[src/rtl/ai_pkg.sv]
// Shared types and defaults for the activity/inactivity rate controller.
// Assumes rate codes grow monotonically with sample rate.
package ai_pkg;
    typedef enum logic {ST_ACTIVE = 1'b0, ST_INACTIVE = 1'b1} ai_state_e;

    localparam int AI_RATE_W     = 4;
    localparam int AI_LOW_CODE   = 1;   // 12.5 Hz
    localparam int AI_MAX_OK     = 7;   // 833 Hz
    localparam int AI_BLOCK_LOG2 = 9;   // 512 samples per duration LSB
endpackage

[src/rtl/ai_axis_cmp.sv]
// Compares the magnitude of one signed axis sample against the scaled
// threshold. Assumes DATA_W - 1 >= THR_W so the threshold spans full scale.
module ai_axis_cmp #(
    parameter int DATA_W = 16,
    parameter int THR_W  = 6
) (
    input  logic [DATA_W-1:0] sample,
    input  logic [THR_W-1:0]  thr,
    output logic              over
);
    localparam int SHIFT = DATA_W - 1 - THR_W;

    logic signed [DATA_W:0] wide;
    logic        [DATA_W:0] mag;
    logic        [DATA_W:0] lim;

    // Magnitude of the sample, one bit wider so the most negative value fits.
    always_comb begin
        wide = {sample[DATA_W-1], sample};
        mag  = wide[DATA_W] ? unsigned'(-wide) : unsigned'(wide);
        lim  = (DATA_W+1)'(thr) << SHIFT;
        over = (mag > lim);
    end
endmodule

[src/rtl/ai_quiet_detect.sv]
// Runs one comparator per axis and reports whether any axis is over
// the threshold. Assumes axes are packed lowest index first.
module ai_quiet_detect #(
    parameter int DATA_W = 16,
    parameter int THR_W  = 6,
    parameter int AXES   = 3
) (
    input  logic [AXES*DATA_W-1:0] samples,
    input  logic [THR_W-1:0]       thr,
    output logic                   any_over
);
    logic [AXES-1:0] axis_over;

    for (genvar g = 0; g < AXES; g++) begin : g_axis
        ai_axis_cmp #(.DATA_W(DATA_W), .THR_W(THR_W)) u_cmp (
            .sample (samples[g*DATA_W +: DATA_W]),
            .thr    (thr),
            .over   (axis_over[g])
        );
    end

    // Any single axis over the limit makes the sample active.
    always_comb any_over = |axis_over;
endmodule

[src/rtl/ai_sleep_fsm.sv]
// Counts consecutive quiet samples and holds the active/inactive state.
// Assumes sample_valid marks one sample per high cycle.
module ai_sleep_fsm #(
    parameter int DUR_W      = 4,
    parameter int BLOCK_LOG2 = ai_pkg::AI_BLOCK_LOG2
) (
    input  logic             clk,
    input  logic             rst_n,
    input  logic             feat_en,
    input  logic             rate_ok,
    input  logic             sample_valid,
    input  logic             any_over,
    input  logic [DUR_W-1:0] sleep_dur,
    output logic             sleep
);
    import ai_pkg::*;
    localparam int CNT_W = DUR_W + BLOCK_LOG2;

    ai_state_e        state;
    logic [CNT_W-1:0] cnt;
    logic [CNT_W-1:0] target;
    logic [CNT_W:0]   next_cnt;

    // Required quiet-sample count; a zero duration means one block.
    always_comb begin
        target   = CNT_W'((sleep_dur == '0) ? DUR_W'(1) : sleep_dur) << BLOCK_LOG2;
        next_cnt = {1'b0, cnt} + 1'b1;
    end

    // State and counter update.
    always_ff @(posedge clk) begin
        if (!rst_n) begin
            state <= ST_ACTIVE;
            cnt   <= '0;
        end else if (!feat_en || !rate_ok) begin
            state <= ST_ACTIVE;
            cnt   <= '0;
        end else if (sample_valid) begin
            if (any_over) begin
                state <= ST_ACTIVE;
                cnt   <= '0;
            end else if (state == ST_ACTIVE) begin
                if (next_cnt >= {1'b0, target}) begin
                    state <= ST_INACTIVE;
                    cnt   <= '0;
                end else begin
                    cnt <= next_cnt[CNT_W-1:0];
                end
            end
        end
    end

    always_comb sleep = (state == ST_INACTIVE);

    AST_WAKE_ON_OVER: assert property (@(posedge clk) disable iff (!rst_n)
        (sample_valid && any_over) |=> !sleep);
    AST_RESTART_COUNT: assert property (@(posedge clk) disable iff (!rst_n)
        (sample_valid && any_over) |=> (cnt == '0));
    AST_DISABLE_FORCES: assert property (@(posedge clk) disable iff (!rst_n)
        !feat_en |=> (!sleep && cnt == '0));
    AST_RATE_GATE: assert property (@(posedge clk) disable iff (!rst_n)
        !rate_ok |=> !sleep);
    AST_ENTRY_QUIET: assert property (@(posedge clk) disable iff (!rst_n)
        $rose(sleep) |-> $past(sample_valid && !any_over));
    AST_IDLE_HOLD: assert property (@(posedge clk) disable iff (!rst_n)
        (!sample_valid && feat_en && rate_ok) |=> ($stable(cnt) && $stable(state)));
endmodule

[src/rtl/ai_rate_mux.sv]
// Chooses the rate code seen by the sampler and gates the interrupt.
// Assumes the low-rate code is a constant of the sampler's encoding.
module ai_rate_mux #(
    parameter int RATE_W   = ai_pkg::AI_RATE_W,
    parameter int LOW_CODE = ai_pkg::AI_LOW_CODE
) (
    input  logic              sleep,
    input  logic              irq_route,
    input  logic [RATE_W-1:0] rate_code,
    output logic [RATE_W-1:0] eff_rate,
    output logic              rate_override,
    output logic              sleep_irq
);
    // Override the presented rate while inactive; the stored code is untouched.
    always_comb begin
        eff_rate      = sleep ? RATE_W'(LOW_CODE) : rate_code;
        rate_override = sleep;
        sleep_irq     = sleep & irq_route;
    end
endmodule

[src/rtl/act_inact_ctrl.sv]
// Top of the activity/inactivity rate controller. Detects long quiet
// periods on three axes and forces a low sample rate until motion returns.
// Assumes samples are already filtered and arrive one per valid cycle.
module act_inact_ctrl #(
    parameter int DATA_W     = 16,
    parameter int THR_W      = 6,
    parameter int DUR_W      = 4,
    parameter int RATE_W     = ai_pkg::AI_RATE_W,
    parameter int BLOCK_LOG2 = ai_pkg::AI_BLOCK_LOG2,
    parameter int MAX_OK     = ai_pkg::AI_MAX_OK,
    parameter int LOW_CODE   = ai_pkg::AI_LOW_CODE
) (
    input  logic              clk,
    input  logic              rst_n,
    input  logic              sample_valid,
    input  logic [DATA_W-1:0] accel_x,
    input  logic [DATA_W-1:0] accel_y,
    input  logic [DATA_W-1:0] accel_z,
    input  logic [THR_W-1:0]  thr,
    input  logic [DUR_W-1:0]  sleep_dur,
    input  logic              feat_en,
    input  logic              irq_route,
    input  logic [RATE_W-1:0] rate_code,
    output logic              sleep_state,
    output logic              sleep_irq,
    output logic              rate_override,
    output logic [RATE_W-1:0] eff_rate
);
    localparam int AXES = 3;

    logic [AXES*DATA_W-1:0] samples;
    logic                   any_over;
    logic                   rate_ok;

    // Pack axes and qualify the nominal rate.
    always_comb begin
        samples = {accel_z, accel_y, accel_x};
        rate_ok = (rate_code <= RATE_W'(MAX_OK));
    end

    ai_quiet_detect #(.DATA_W(DATA_W), .THR_W(THR_W), .AXES(AXES)) u_det (
        .samples  (samples),
        .thr      (thr),
        .any_over (any_over)
    );

    ai_sleep_fsm #(.DUR_W(DUR_W), .BLOCK_LOG2(BLOCK_LOG2)) u_fsm (
        .clk          (clk),
        .rst_n        (rst_n),
        .feat_en      (feat_en),
        .rate_ok      (rate_ok),
        .sample_valid (sample_valid),
        .any_over     (any_over),
        .sleep_dur    (sleep_dur),
        .sleep        (sleep_state)
    );

    ai_rate_mux #(.RATE_W(RATE_W), .LOW_CODE(LOW_CODE)) u_mux (
        .sleep         (sleep_state),
        .irq_route     (irq_route),
        .rate_code     (rate_code),
        .eff_rate      (eff_rate),
        .rate_override (rate_override),
        .sleep_irq     (sleep_irq)
    );

    AST_OVERRIDE_LOW: assert property (@(posedge clk) disable iff (!rst_n)
        sleep_state |-> (eff_rate != rate_code || rate_code == RATE_W'(LOW_CODE)));
    AST_IRQ_MASKED: assert property (@(posedge clk) disable iff (!rst_n)
        !irq_route |-> !sleep_irq);
endmodule

[config.mk]
export PLATFORM = sky130hd
export DESIGN_NAME = act_inact_ctrl
export DESIGN_NICKNAME = d
export VERILOG_FILES = /design/src/rtl/ai_pkg.sv /design/src/rtl/ai_axis_cmp.sv /design/src/rtl/ai_quiet_detect.sv /design/src/rtl/ai_sleep_fsm.sv /design/src/rtl/ai_rate_mux.sv /design/src/rtl/act_inact_ctrl.sv
export SDC_FILE = /design/constraint.sdc
export NUM_CORES = 1
export LEC_CHECK = 0
export BUFFER_PORTS_ARGS = -buffer_cell sky130_fd_sc_hd__clkbuf_2
export CAP_MARGIN = 20
export CORE_UTILIZATION = 33
export CTS_BUF_LIST = sky130_fd_sc_hd__clkbuf_16
export DETAILED_ROUTE_END_ITERATION = 6
export HOLD_SLACK_MARGIN = 0.05
export SLEW_MARGIN = 20
export SYNTH_ARGS = -nofsm -noshare
export SYNTH_HDL_FRONTEND = slang
export SYNTH_HIERARCHICAL = 1
export SYNTH_SLANG_ARGS = --single-unit
export TNS_END_PERCENT = 5
[constraint.sdc]
create_clock -name clk -period 5.9 [get_ports clk]
set_input_delay 0.59 -clock clk [delete_from_list [all_inputs] [get_ports clk]]
set_output_delay 0.59 -clock clk [all_outputs]
set_load 0.01 [all_outputs]
==> flow_summary.ini, run 1 <==
[hold_path]
hold_path_depth = 1
min_from = u_fsm/cnt[1]
min_path_type = register to register
min_to = u_fsm/cnt[1]

[sta]
setup-tns-final_ns = 0
maxSlewHeadroom_pct = 65.5
fin_ws_ns = 0.921
post-route-min-period_ns = 4.98
fmax_mhz = 201
period_share_pct = 84.4
maxSlewViolCount = 0
skew_ns = 0.00219
grt_setup_unrepaired = no
hold_viol = 0
setup_violations = 0
worstMarginPinSlew_ns = 0.515

[logic_synthesis]
yosys_register_bits = 14
synth_common_cells = inv_1 (34), ha_1 (26), nor2_1 (26), o21ai_0 (18), xnor2_1 (18)
yosysSeqAreaShare_pct = 9.93
synth_area_leaders = ha_1 (12%), dfxtp_1 (9.9%), xnor2_1 (5.6%), inv_1 (4.5%), nor2_1 (3.5%)
synth.most_common_cell = inv_1
postSynth.asyncResetShare_pct = 0
syn_inst = 363
synth-main-ff-cell = dfxtp_1
synth.largest_area_cell = ha_1
synth_edf_count = 0
yosys_warnings = 6
yosysTopAreaCellShare_pct = 11.5
syn-cell-area_um2 = 2820
synth.distinct_cells = 79
synth.avg_cell_area_um2 = 7.77
synth_nets = 456

[finish]
areaGrowthSynthToFinish_pct = 17.2
final_net_count = 524
postLayoutCellArea_um2 = 3310
drive_above_1_share_pct = 26.3
fin_util_pct = 40.0
diodes = 0

[die]
num_rows = 33
io_pins = 74
die_w_um = 94.5
coreArea_um2 = 8260
fp.dieH_um = 94.5
dieArea_um2 = 8920
start_util_pct = 34.2

[clock_network]
ctsHoldBuffers = 0
tritoncts = done
cts_resized = 0
cts_root_buf = clkbuf_16
clock_latency_ns = 0.24
cts_max_level = 1
numCtsBuffers = 3
clock_path_buffers = 2
clock-sinks = 14
clk_pin_slew_ns = 0.04
post-cts-setup-buffers = 0

[detailed_routing]
drc = 0
vias_per_cell = 5.52
ant_nets = 0
routed_wirelength_mm = 7.17
dr.first_iter.drc_count = 88
wl_per_cell_um = 13.4
vias = 2953
dr.pass1.iters = 5

[worst_setup_path]
worstPathArrival_ns = 5.16
worst-setup-path-type = primary input to register
crit_family = simple AND/OR/NAND/NOR gates
required_ns = 6.08
crit_buf_inv = 2
startpoint = accel_x[0]
ff2ff_path_depth = 12
cp_cell_sequence = clkbuf_2 -> inv_1 -> ha_1 -> or4b_1 -> or3_1 -> o41ai_1 -> xnor2_1 -> ha_1 -> nand4b_1 -> nor2_1 -> o211ai_1 -> a2111oi_1 -> a22oi_1 -> or3_1 -> nor2_1 -> o2111ai_1 -> a21oi_4 -> nand2b_1 -> a21oi_2 -> mux2_2
r2r_slack_ns = 2.63
slowest_delay_ns = 0.54
r2r_end = u_fsm/cnt[0]
timing.rr.start = u_fsm/cnt[1]
crit_slowest_cell = or4b_1
cp-start-kind = primary input
cp_max_fo = 6
end_kind = register

[power]
p_per_area_nw_per_um2 = 116
p_int_mw = 0.257
peakVddDrop_uv = 89.3
leakage_nw = 1.40
switching_share_pct = 32.9
p_comb_share_pct = 41.9
seqPwrFrac_pct = 24.9
p_clk_share_pct = 33.2
p_sw_mw = 0.126
total_power_mw = 0.383

[placed_design]
port_buffers = 73
hpwl_mm = 5.93
gp_congestion = 0.833
dp_slack_ns = 0.669
placed_area_um2 = 3230

[job]
cap_viol_max_count = 0

[status]
outcome = completed

[global_route]
grt_usage_pct = 16.6
overflow = 0
antenna_found_initial = 0
grt_pass1_vias = 2712
grt_max_degree = 17
grt_pass1_wl_mm = 12.1
==> kinds of logic (layout without fill, tap and decap cells) <==
kind of cell / Yosys count / in the layout / synth area share, %
compound gates: 109 / 109 / 29.1
flops: 14 / 14 / 9.93
xor+xnor: 27 / 27 / 8.38
buf+inv: 44 / 111 / 7.76
mux: 5 / 5 / 1.82
simple gates: 138 / 138 / 31.5
fa+ha+maj: 26 / 26 / 11.5
==> per-stage QoR <==
| stage | hold WS (ns) | std cells |
|---|---|---|
| global placement | 0.536 | 531 |
| CTS | 0.550 | 535 |
| global route | 0.568 | 535 |
| finish | 0.556 | 535 |
| floorplan | 0.498 | 363 |
| detailed placement | 0.536 | 531 |
==> power by group through the flow <==
stage | clock network, mW | logic [mW] | registers, mW
finish | 0.127 | 0.161 | 0.0953
global route | 0.135 | 0.183 | 0.0952
CTS | 0.131 | 0.161 | 0.0952
detailed placement | 0 | 0.160 | 0.0970
global placement | 0 | 0.157 | 0.0970
floorplan | 0 | 0.0986 | 0.0970
==> worst max-delay path by stage <==
| stage | to | cells after the start |
|---|---|---|
| after CTS | u_fsm/cnt[0] | 20 |
| after detailed placement | u_fsm/cnt[0] | 20 |
| after floorplan | u_fsm/cnt[0] | 19 |
| after global placement | u_fsm/cnt[0] | 20 |
| final | u_fsm/cnt[0] | 20 |
| after global routing | u_fsm/cnt[0] | 20 |
==> routing by layer <==
layer | track usage [%] | part of all wire, %
met1 | 21.5 | 46
met2 | 29.8 | 48
met3 | 2.17 | 5.3
met4 | 2.27 | 0.36
met5 | 0 | 0
==> layout by cell type (no fill, tap or decap), types with 5 or more instances in the layout <==
cell / n
o21ai_0: 18
o211ai_1: 7
ha_1: 26
nand4b_1: 5
nand3_1: 9
inv_1: 34
o31ai_1: 11
nand4_1: 5
a22o_1: 6
nor2b_1: 7
dfxtp_1: 14
xor2_1: 9
xnor2_1: 18
nand2b_1: 5
nand2_1: 13
nor2_1: 26
a22oi_1: 6
a21oi_1: 15
clkbuf_2: 73
nor3_1: 16
==> layout make-up <==
class                           instances  area (um2)
Fill cell                             885        4950
Multi-Input combinational cell        305        2320
Timing Repair Buffer                   73         365
Sequential cell                        14         280
Tap cell                              105         131
Inverter                               34         128
Clock buffer                            3        75.1
Clock inverter                          1        3.75
==> flip-flops by register name, indices dropped and copies added (netlist names) <==
register and count:
u_fsm/cnt 13, u_fsm/sleep 1
No activity file was read; power rests on OpenSTA's default activity.
==> inputs of run 2 (changes only) <==
==> constraint.sdc (replaced) <==
create_clock -name clk -period 4.3 [get_ports clk]
set_input_delay 0.43 -clock clk [delete_from_list [all_inputs] [get_ports clk]]
set_output_delay 0.43 -clock clk [all_outputs]
set_load 0.01 [all_outputs]
==> flow_summary.ini, run 2 (same netlist as run 1, synthesis figures left out) <==
[status]
outcome = completed

[finish]
postLayoutCellArea_um2 = 3790
final_cell_mix = clkbuf_2 (71), buf_4 (44), inv_1 (33)
diodes = 0
areaGrowthSynthToFinish_pct = 34.2
max_flop_register = u_fsm/cnt
final_net_count = 568
drive_above_1_share_pct = 36.9
final_common_cell = clkbuf_2
largest_register_ff_count = 13

[global_route]
grt_pass1_wl_mm = 12.9
grt_max_degree = 17
overflow = 0
use_met1_pct = 23.1
use_met2_pct = 31.1
grt_usage_pct = 17.7
grt_pass1_vias = 2959
met3_usage_pct = 2.42
antenna_found_initial = 0
busiest_layer = met2

[placed_design]
hpwl_mm = 6.38
placed_area_um2 = 3590
port_buffers = 73
gp_congestion = 0.825

[worst_setup_path]
cp_max_fo = 3
required_ns = 4.49
worst-setup-path-type = primary input to register
r2r_slack_ns = 1.23
cp-start-kind = primary input
end_kind = register
timing.rr.start = u_fsm/cnt[0]
startpoint = accel_y[2]
worstPathArrival_ns = 4.38

[die]
start_util_pct = 34.2
fp.dieH_um = 94.5
dieArea_um2 = 8920
coreArea_um2 = 8260
num_rows = 33
io_pins = 74
die_w_um = 94.5

[detailed_routing]
dr.first_iter.drc_count = 140
vias_per_cell = 5.47
ant_nets = 0
drc = 0
wl_per_cell_um = 13.5
routed_wirelength_mm = 7.83
vias = 3167
dr.pass1.iters = 4

[sta]
period_share_pct = 97.6
skew_ns = 0.00162
maxSlewHeadroom_pct = 65.0
grt_setup_unrepaired = yes
post-route-min-period_ns = 4.19
setup-tns-final_ns = 0
maxSlewViolCount = 0
fmax_mhz = 238
hold_viol = 0
whs_ns = 0.456
setup_violations = 0
worstMarginPinSlew_ns = 0.525

[hold_path]
min_path_type = primary input to register
min_from = sample_valid

[power]
p_comb_share_pct = 47.2
leakage_nw = 1.65
p_int_mw = 0.390
p_sw_mw = 0.189
switching_share_pct = 32.6
p_per_area_nw_per_um2 = 153
peakVddDrop_uv = 104
p_clk_share_pct = 30.2
seqPwrFrac_pct = 22.6

[clock_network]
clock_path_buffers = 2
ctsHoldBuffers = 0
clock_latency_ns = 0.24
tritoncts = done
cts_max_level = 1
cts_root_buf = clkbuf_16
clk_pin_slew_ns = 0.04
clock-sinks = 14
numCtsBuffers = 3

[job]
cap_viol_max_count = 0
==> run 2: worst max-delay path, cell delays in order <==
cell and delay, ns:
buf_6 0.09, or4_4 0.53, or4_4 0.55, o31ai_4 0.22
xnor2_2 0.09, ha_1 0.29, nand4b_1 0.09, nor2_1 0.10
o211ai_1 0.11, a2111oi_2 0.35, a22oi_1 0.16, or3_4 0.36
nor2_4 0.12, o211ai_1 0.14, a311o_1 0.33, nand2b_1 0.15
a21oi_1 0.13, a21o_1 0.14
==> run 2: what timing repair did <==
item | CTS | global route
gates resized for setup | 7 | 15
buffers inserted | 1 | 1
cloned | 0 | 0
pin swaps | 6 | 8
endpoints found under the setup margin | 8 | 12
==> run 2: area by class of cell <==
cell class,count,area (um2)
tap,105,131
sequential,14,280
fill,865,4470
multi-input combinational,305,2460
inverter,34,128
clock buffer,3,75.1
clock inverter,1,3.75
timing repair buffer,117,708
==> run 2: final timing paths <==
| check | end | cells after the start |
|---|---|---|
| worst max register to register | u_fsm/sleep | 12 |
| worst min register to register | u_fsm/cnt[1] | 1 |
| worst max-delay path | u_fsm/cnt[6] | 18 |
| worst min-delay path | u_fsm/sleep | 2 |
==> run 2: metal layers <==
metal  wire length [um]  vias up  share of wire (%)
li1                   -     1599                  -
met1               3710     1478                 47
met2               3730       84                 48
met3                320        6                4.1
met4                 68        0               0.87
met5                  0        -                  0
==> run 2: power groups by stage <==
stage               sequential, mW  combinational, mW  clock (mW)
global route                 0.131              0.303       0.186
CTS                          0.131              0.265       0.179
global placement             0.133              0.251           0
detailed placement           0.133              0.257           0
floorplan                    0.133              0.141           0
finish                       0.131              0.273       0.175
==> run 2: stage by stage <==
stage	std cells	power [mW]	util [%]	setup WS [ns]
3_3_place_gp	573	0.384	43.5	-0.223
3_5_place_dp	573	0.390	43.5	-0.334
4_1_cts	578	0.575	44.9	0.0110
6_report	579	0.579	45.8	0.105
2_1_floorplan	363	0.274	-	0.0215
5_1_grt	579	0.620	45.8	-0.111
